`src/rtl/spike_accum_pkg.sv`:
```
package spike_accum_pkg;

    typedef enum logic [1:0] {
        ST_IDLE = 2'd0,
        ST_SCAN = 2'd1,
        ST_DONE = 2'd2
    } acc_state_t;

    typedef enum logic [1:0] {
        TMP_HOLD  = 2'd0,
        TMP_CLEAR = 2'd1,
        TMP_ADD   = 2'd2
    } tmp_sel_t;

endpackage

```
`src/rtl/src_select.sv`:
```
module src_select #(
    parameter int N_SRC   = 8,
    parameter int W_WIDTH = 16,
    parameter int IDX_W   = 3
) (
    input  logic [IDX_W-1:0]         idx_i,
    input  logic [N_SRC-1:0]         spk_vec_i,
    input  logic [N_SRC*W_WIDTH-1:0] wgt_vec_i,
    output logic                     sel_spk_o,
    output logic [W_WIDTH-1:0]       sel_wgt_o
);
    logic [W_WIDTH-1:0] wgt_arr [N_SRC];

    genvar g;
    generate
        for (g = 0; g < N_SRC; g++) begin : g_unpack
            assign wgt_arr[g] = wgt_vec_i[g*W_WIDTH +: W_WIDTH];
        end
    endgenerate

    always_comb begin
        sel_spk_o = 1'b0;
        sel_wgt_o = '0;
        for (int k = 0; k < N_SRC; k++) begin
            if (idx_i == IDX_W'(k)) begin
                sel_spk_o = spk_vec_i[k];
                sel_wgt_o = wgt_arr[k];
            end
        end
    end
endmodule

```
`src/rtl/contrib_gate.sv`:
```
module contrib_gate #(
    parameter int W_WIDTH = 16,
    parameter int SUM_W   = 19
) (
    input  logic                    spk_i,
    input  logic [W_WIDTH-1:0]      wgt_i,
    output logic signed [SUM_W-1:0] contrib_o
);
    logic signed [W_WIDTH-1:0] wgt_s;
    assign wgt_s = $signed(wgt_i);

    always_comb begin
        if (spk_i) contrib_o = SUM_W'(wgt_s);
        else       contrib_o = '0;
    end
endmodule

```
`src/rtl/tmp_reg.sv`:
```
module tmp_reg
    import spike_accum_pkg::*;
#(
    parameter int SUM_W = 19
) (
    input  logic                    clk,
    input  logic                    rst_n,
    input  tmp_sel_t                sel_i,
    input  logic signed [SUM_W-1:0] contrib_i,
    output logic signed [SUM_W-1:0] q_o
);
    logic signed [SUM_W-1:0] d;

    always_comb begin
        unique case (sel_i)
            TMP_CLEAR: d = '0;
            TMP_ADD:   d = q_o + contrib_i;
            default:   d = q_o;
        endcase
    end

    always_ff @(posedge clk or negedge rst_n) begin
        if (!rst_n) q_o <= '0;
        else        q_o <= d;
    end
endmodule

```
`src/rtl/spike_accum_top.sv`:
```
module spike_accum_top
    import spike_accum_pkg::*;
#(
    parameter int N_SRC   = 8,
    parameter int W_WIDTH = 16,
    localparam int IDX_W  = (N_SRC > 1) ? $clog2(N_SRC) : 1,
    localparam int SUM_W  = W_WIDTH + IDX_W
) (
    input  logic                     clk,
    input  logic                     rst_n,
    input  logic                     start_i,
    input  logic [N_SRC-1:0]         spk_vec_i,
    input  logic [N_SRC*W_WIDTH-1:0] wgt_vec_i,
    output logic [SUM_W-1:0]         sum_o,
    output logic                     done_o
);
    localparam logic [IDX_W-1:0] LAST_IDX = IDX_W'(N_SRC - 1);

    acc_state_t              state, state_nxt;
    logic [IDX_W-1:0]        idx;
    tmp_sel_t                tmp_sel;
    logic                    sel_spk;
    logic [W_WIDTH-1:0]      sel_wgt;
    logic signed [SUM_W-1:0] contrib;
    logic signed [SUM_W-1:0] acc_q;
    logic                    at_last;

    assign at_last = (idx == LAST_IDX);

    always_comb begin
        state_nxt = state;
        unique case (state)
            ST_IDLE: if (start_i) state_nxt = ST_SCAN;
            ST_SCAN: if (at_last) state_nxt = ST_DONE;
            ST_DONE: state_nxt = ST_IDLE;
            default: state_nxt = ST_IDLE;
        endcase
    end

    always_ff @(posedge clk or negedge rst_n) begin
        if (!rst_n) begin
            state <= ST_IDLE;
            idx   <= '0;
        end else begin
            state <= state_nxt;
            if (state == ST_IDLE && start_i) idx <= '0;
            else if (state == ST_SCAN && !at_last) idx <= idx + 1'b1;
        end
    end

    always_comb begin
        tmp_sel = TMP_HOLD;
        done_o  = 1'b0;
        unique case (state)
            ST_IDLE: if (start_i) tmp_sel = TMP_CLEAR;
            ST_SCAN: tmp_sel = TMP_ADD;
            ST_DONE: done_o = 1'b1;
            default: tmp_sel = TMP_HOLD;
        endcase
    end

    src_select #(.N_SRC(N_SRC), .W_WIDTH(W_WIDTH), .IDX_W(IDX_W)) u_sel (
        .idx_i(idx), .spk_vec_i(spk_vec_i), .wgt_vec_i(wgt_vec_i),
        .sel_spk_o(sel_spk), .sel_wgt_o(sel_wgt)
    );

    contrib_gate #(.W_WIDTH(W_WIDTH), .SUM_W(SUM_W)) u_gate (
        .spk_i(sel_spk), .wgt_i(sel_wgt), .contrib_o(contrib)
    );

    tmp_reg #(.SUM_W(SUM_W)) u_tmp (
        .clk(clk), .rst_n(rst_n), .sel_i(tmp_sel),
        .contrib_i(contrib), .q_o(acc_q)
    );

    assign sum_o = acc_q;
endmodule

```
`config.mk`:
```
export PLATFORM = sky130hd
export DESIGN_NAME = spike_accum_top
export DESIGN_NICKNAME = d
export VERILOG_FILES = /design/src/rtl/spike_accum_pkg.sv /design/src/rtl/src_select.sv /design/src/rtl/contrib_gate.sv /design/src/rtl/tmp_reg.sv /design/src/rtl/spike_accum_top.sv
export SDC_FILE = /design/constraint.sdc
export NUM_CORES = 1
export LEC_CHECK = 0
export ABC_AREA = 1
export BUFFER_PORTS_ARGS = -buffer_cell sky130_fd_sc_hd__clkbuf_2
export CELL_PAD_IN_SITES_DETAIL_PLACEMENT = 1
export CELL_PAD_IN_SITES_GLOBAL_PLACEMENT = 2
export CORE_AREA = 2 2 117 130
export DETAILED_ROUTE_END_ITERATION = 8
export DIE_AREA = 0 0 119 132
export PLACE_DENSITY_LB_ADDON = 0.08
export SYNTH_ARGS = -nofsm -noshare
export SYNTH_HDL_FRONTEND = slang
export SYNTH_HIERARCHICAL = 1
export SYNTH_SLANG_ARGS = --single-unit
```
`constraint.sdc`:
```
create_clock -name clk -period 6.15 [get_ports clk]
set_input_delay 1.845 -clock clk [delete_from_list [all_inputs] [get_ports clk]]
set_output_delay 1.845 -clock clk [all_outputs]
set_load 0.05 [all_outputs]
```
==> impl_metrics.env, run 1 <==
export IMPL_cap_viol_max_count=0
export IMPL_p_leak_nw=2.56
export IMPL_synth_area_leaders="nand2_1 19%, dfrtp_1 17%, nand4_1 15%, ha_1 7.5%, inv_1 6.9%"
export IMPL_clk_pin_slew_ns=0.07
export IMPL_grt_pass1_wl_mm=24.9
export IMPL_drc_errors=0
export IMPL_path_delay_family="simple AND/OR/NAND/NOR gates"
export IMPL_power_density_nw_per_um2=481
export IMPL_clock_path_buffers=2
export IMPL_drt_iter0_markers=157
export IMPL_rows=46
export IMPL_synth_area_um2=3510
export IMPL_cp_start_kind="input pin"
export IMPL_fmax_mhz=222
export IMPL_hold_path_class="reg -> reg"
export IMPL_cts_tree="done"
export IMPL_syn_area_per_cell_um2=5.98
export IMPL_slew_violations=0
export IMPL_diodes=0
export IMPL_fin_skew_ns=0.00279
export IMPL_die_area_um2=15700
export IMPL_initial_core_util_pct=24.5
export IMPL_cts_root_buf="clkbuf_16"
export IMPL_clk_latency_ns=0.27
export IMPL_period_minus_slack_ns=4.51
export IMPL_nets=884
export IMPL_critical_path_slowest_cell="nand4_1"
export IMPL_wl_met2_mm=7.26
export IMPL_htreeDepth=1
export IMPL_numPortBuffers=158
export IMPL_yosysTopAreaCell="nand2_1"
export IMPL_cts_resized=0
export IMPL_min_path_cells=2
export IMPL_syn_to_final_growth_pct=27.2
export IMPL_finalHoldViolCount=0
export IMPL_syn_instance_count=587
export IMPL_die_width_um=119
export IMPL_r2r_cells=18
export IMPL_met1Wirelength_mm=7.17
export IMPL_hpwl_mm=12.6
export IMPL_overflow=0
export IMPL_whs_ns=0.514
export IMPL_finalSetupTns_ns=0
export IMPL_wl_met3_um=771
export IMPL_grtUsageTotal_pct=19.5
export IMPL_synth_cell_types=35
export IMPL_peakVddDrop_mv=0.174
export IMPL_via_per_inst=4.88
export IMPL_fin_crit_sh_pct=73.3
export IMPL_die_y_um=132
export IMPL_synth_top_area_share_pct=18.7
export IMPL_ys_ff_latch=24
export IMPL_critPathBufInv=3
export IMPL_ant_nets=0
export IMPL_cts_hold_buf=0
export IMPL_drive_gt1_share_pct=29.5
export IMPL_drt_total_wl_mm=15.4
export IMPL_wl_per_cell_um=16.9
export IMPL_top_layer_used="met4"
export IMPL_antenna_found_initial=0
export IMPL_cts_sinks=24
export IMPL_grt_setup_unrepaired="no"
export IMPL_io_pins=159
export IMPL_worst_slew_pin_slew_ns=0.801
export IMPL_first_pass_iters=4
export IMPL_cts_buffers=3
export IMPL_crit_path_end_kind="register"
export IMPL_worst_slew_margin_rel_pct=46.6
export IMPL_worstPathRequired_ns=6.31
export IMPL_outcome="finished, final reports clean"
export IMPL_cp_depth=17
export IMPL_worstPathArrival_ns=4.67
export IMPL_vias=4457
export IMPL_fillers=1950
export IMPL_cp_cell_sequence="clkbuf_2, nand3_1, nand4_1, nor2_1, nand4_1, nand2_1, inv_1, ha_1, fa_1, nand3_1, inv_1, nor2_1, o21ai_2, nand2_1, nand3b_1, nand3_1, nand2_1"
export IMPL_core_area_um2=14300
export IMPL_crit_type="in -> reg"
export IMPL_grt_max_degree=56
export IMPL_setup_viol=0
export IMPL_globalplace_congestion=0.846
export IMPL_yosysWarnings=6
export IMPL_path_max_fanout=16
export IMPL_grt_pass1_vias=4637
export IMPL_critPathMaxStageDelay_ns=0.62
export IMPL_syn_nets=748
export IMPL_yosysSeqAreaShare_pct=17.1
export IMPL_post_cts_buffers=0
-- layout by cell type (no fill, tap or decap), types with 6 or more instances in the layout --
master and n:
nand2_2 20, ha_1 21, nand2_1 175, inv_1 65, nand3_1 41, nand4_1 82
clkbuf_2 158, a21oi_1 12, nor2_1 62, dfrtp_1 24, o21ai_0 7, nand3b_1 6
-- worst register-to-register path: stages, from the launching register on --
cell and delay [ns]:
dfrtp_1 0.49, nor2_2 0.07, buf_4 0.21, nand2_2 0.29, nor2_1 0.07, nor2_1 0.12
nand4_1 0.62, nand2_1 0.24, inv_1 0.07, ha_1 0.26, fa_1 0.50, nand3_1 0.13
inv_1 0.05, nor2_1 0.15, o21ai_2 0.09, nand2_1 0.10, nand3b_1 0.08, nand3_1 0.08
nand2_1 0.06
-- registers in the layout (all words and copies together), names as in the netlist --
name and cells:
u_tmp/q_o 19, state 2, idx 3
-- through the flow --
stage	setup slack [ns]	util, %	instance area, um^2	std cells	total power (W)
floorplan	2.32	-	3510	587	0.00160
global placement	1.43	30.6	4380	910	0.00197
detailed placement	1.30	30.6	4380	910	0.00202
CTS	1.59	31.2	4470	914	0.00219
global route	1.35	31.2	4470	914	0.00239
finish	1.64	31.2	4470	914	0.00215
-- metal layers --
layer,vias to the layer above,global-route usage (%)
met5,-,0
met2,142,33.9
met3,13,2.08
li1,2227,-
met4,0,4.10
met1,2075,25.9
-- where the power goes --
part | total [W] | internal (W) | switching (W)
clock | 0.000167 | 0.000100 | 0.0000666
sequential | 0.000271 | 0.000212 | 0.0000595
combinational | 0.00171 | 0.000509 | 0.00120
total | 0.00215 | 0.000821 | 0.00133
-- logic make-up after synthesis --
family                   share of synthesized area (%)
XOR/XNOR                                         0.249
adder cells (fa/ha/maj)                           8.05
buffers and inverters                             13.5
flip-flops                                        17.1
AO/OA/AOI/OAI                                     5.63
AND/OR/NAND/NOR                                   55.5
-- path summary, 6_finish.rpt --
check	start	to	slack, ns
max	spk_vec_i[0]	u_tmp/q_o[14]	1.64
min	u_tmp/q_o[15]	u_tmp/q_o[15]	0.51
max reg2reg	idx[0]	u_tmp/q_o[14]	2.37
min reg2reg	u_tmp/q_o[15]	u_tmp/q_o[15]	0.51
max in group asynchronous	rst_n	u_tmp/q_o[5]	4.11
min in group asynchronous	rst_n	u_tmp/q_o[15]	1.60
-- synthesized netlist by cell type (all sizes together) --
cell type / n
a21oi: 16
a22o: 2
buf: 20
clkbuf: 11
clkinv: 1
dfrtp: 24
fa: 1
ha: 21
inv: 72
nand2: 195
nand3: 46
nand3b: 6
nand4: 82
nor2: 67
nor3: 7
o211ai: 1
o21a: 1
o21ai: 12
o22ai: 1
xor2: 1
-- final cells by class --
type	instances	area, um^2	share of cell area (%)
Clock buffer	4	88.8	1.99
Inverter	73	279	6.24
Multi-Input combinational cell	459	2440	54.6
Sequential cell	24	601	13.4
Tap cell	192	240	5.38
Timing Repair Buffer	162	821	18.4
No activity file was read; power rests on OpenSTA's default activity.
==> inputs of run 2 (changes only) <==
--- a/config.mk
+++ b/config.mk
@@ -9,9 +9,9 @@
 export BUFFER_PORTS_ARGS = -buffer_cell sky130_fd_sc_hd__clkbuf_2
 export CELL_PAD_IN_SITES_DETAIL_PLACEMENT = 1
 export CELL_PAD_IN_SITES_GLOBAL_PLACEMENT = 2
-export CORE_AREA = 2 2 117 130
+export CORE_AREA = 2 2 121 135
 export DETAILED_ROUTE_END_ITERATION = 8
-export DIE_AREA = 0 0 119 132
+export DIE_AREA = 0 0 123 137
 export PLACE_DENSITY_LB_ADDON = 0.08
 export SYNTH_ARGS = -nofsm -noshare
 export SYNTH_HDL_FRONTEND = slang
==> constraint.sdc (replaced) <==
create_clock -name clk -period 4.2 [get_ports clk]
set_input_delay 1.26 -clock clk [delete_from_list [all_inputs] [get_ports clk]]
set_output_delay 1.26 -clock clk [all_outputs]
set_load 0.05 [all_outputs]
==> run 2 against run 1 <==
Net effect: wire length is essentially flat; cell count increased by 1.3%; power increased by 47%; final area up 0.90%; worst hold slack improved by 0.0071 ns; flip-flop and latch count unchanged; first-iteration DRC count increased by 7.6%; non-clock buffer count rose by 4; critical path type is now reg -> reg; largest cell class unchanged.
==> impl_metrics.env, run 2 (same netlist as run 1, synthesis figures left out) <==
export IMPL_htreeDepth=1
export IMPL_die_width_um=123
export IMPL_finalSetupTns_ns=0
export IMPL_slew_violations=0
export IMPL_via_per_inst=4.76
export IMPL_drt_iter0_markers=169
export IMPL_multi_input_area_um2=2440
export IMPL_clk_pin_slew_ns=0.08
export IMPL_globalplace_congestion=0.830
export IMPL_diodes=0
export IMPL_grt_setup_unrepaired="no"
export IMPL_cts_buffers=3
export IMPL_finalCoreUtilization_pct=29.1
export IMPL_die_y_um=137
export IMPL_top_register="u_tmp/q_o"
export IMPL_seqPwrFrac_pct=12.3
export IMPL_die_area_um2=16900
export IMPL_nets=888
export IMPL_rows=48
export IMPL_period_minus_slack_ns=3.34
export IMPL_p_leak_nw=2.58
export IMPL_setup_viol=0
export IMPL_hold_path_class="reg -> reg"
export IMPL_worst_slew_pin_slew_ns=0.749
export IMPL_outcome="finished, final reports clean"
export IMPL_grtUsageTotal_pct=17.7
export IMPL_cts_sinks=24
export IMPL_crit_type="reg -> reg"
export IMPL_grt_max_degree=47
export IMPL_fmax_mhz=299
export IMPL_antenna_found_initial=0
export IMPL_grt_pass1_wl_mm=23.4
export IMPL_cts_resized=0
export IMPL_cts_root_buf="clkbuf_16"
export IMPL_hpwl_mm=12.6
export IMPL_initial_core_util_pct=22.7
export IMPL_p_sw_w=0.00195
export IMPL_worstPathRequired_ns=4.37
export IMPL_fin_crit_sh_pct=79.5
export IMPL_drt_total_wl_mm=15.4
export IMPL_fillers=2059
export IMPL_syn_to_final_growth_pct=28.4
export IMPL_crit_path_end_kind="register"
export IMPL_cap_viol_max_count=0
export IMPL_worst_slew_margin_rel_pct=49.9
export IMPL_io_pins=159
export IMPL_vias=4405
export IMPL_mostFrequentLayoutCell="nand2_1"
export IMPL_top_regs="u_tmp/q_o x19, idx x3, state x2"
export IMPL_swShare_pct=61.4
export IMPL_wl_per_cell_um=16.6
export IMPL_first_pass_iters=4
export IMPL_core_area_um2=15500
export IMPL_path_max_fanout=26
export IMPL_pwr_share_comb_pct=79.9
export IMPL_worstPathArrival_ns=3.51
export IMPL_drc_errors=0
export IMPL_pre_cts_slack_ns=0.640
export IMPL_cts_hold_buf=0
export IMPL_mostFrequentLayoutCells="175 x nand2_1, 158 x clkbuf_2, 82 x nand4_1"
export IMPL_ant_nets=0
export IMPL_fin_ws_ns=0.860
export IMPL_fin_skew_ns=0.00825
export IMPL_post_cts_buffers=0
export IMPL_cts_tree="done"
export IMPL_seqCellArea_um2=601
export IMPL_p_int_w=0.00122
export IMPL_clk_latency_ns=0.27
export IMPL_peakVddDrop_mv=0.229
export IMPL_cp_start_kind="register"
export IMPL_power_density_nw_per_um2=703
export IMPL_clockPowerShare_pct=7.8
export IMPL_largest_reg_flops=19
export IMPL_overflow=0
export IMPL_grt_pass1_vias=4443
export IMPL_numPortBuffers=158
export IMPL_drive_gt1_share_pct=29.9
export IMPL_finalHoldViolCount=0
export IMPL_whs_ns=0.522
export IMPL_clock_path_buffers=2
## run 2: cell count changes in the layout (fill, tap and decap cells not counted)
| cell | change |
|---|---|
| buf_4 | +4 |
## run 2: layout make-up
cell class | count | share of cell area (%)
repair buffers | 166 | 18.9
inverters | 73 | 6.19
well taps | 200 | 5.55
multi-input cells | 459 | 54.1
clock buffers | 4 | 1.97
flip-flops and latches | 24 | 13.3
## run 2: layer usage
metal	wire (um)	global-route usage (%)	vias up
li1	-	-	2230
met1	6970	22.4	2057
met2	7260	31.8	113
met3	1070	2.92	5
met4	103	3.03	0
met5	0	0	-
## run 2: path summary, 6_finish.rpt
path | slack (ns) | start | cells after the start | end
worst max-delay path | 0.86 | idx[2] | 16 | u_tmp/q_o[17]
worst min-delay path | 0.52 | u_tmp/q_o[13] | 2 | u_tmp/q_o[13]
worst max register to register | 0.86 | idx[2] | 16 | u_tmp/q_o[17]
worst min register to register | 0.52 | u_tmp/q_o[13] | 2 | u_tmp/q_o[13]
max in group asynchronous | 2.70 | rst_n | 1 | u_tmp/q_o[0]
min in group asynchronous | 1.03 | rst_n | 1 | u_tmp/q_o[16]
## run 2: worst max-delay path: stages (launching register included)
cell	delay (ns)
dfrtp_1	0.49
inv_2	0.26
nor3_4	0.65
nand2_1	0.11
nand4_1	0.15
buf_4	0.24
nand2_1	0.08
inv_1	0.20
ha_1	0.34
nand2_1	0.16
nor2_1	0.07
nand2_1	0.08
nand2_1	0.05
nor2_1	0.13
nand3_1	0.09
nand3_1	0.08
nand2_1	0.06
## run 2: power by group through the flow
stage                     combinational (W)  clock (W)  sequential, W
after floorplan                     0.00180          0       0.000534
after global placement              0.00253          0       0.000396
after detailed placement            0.00256          0       0.000397
after CTS                           0.00258   0.000257       0.000393
after global routing                0.00287   0.000265       0.000402
final                               0.00253   0.000247       0.000389
## run 2: per-stage QoR
step / instance area [um^2] / power (W) / cells
3_3_place_gp: 4420 / 0.00293 / 922
5_1_grt: 4510 / 0.00354 / 926
6_report: 4510 / 0.00317 / 926
3_5_place_dp: 4420 / 0.00296 / 922
4_1_cts: 4510 / 0.00323 / 926
2_1_floorplan: 3510 / 0.00234 / 587
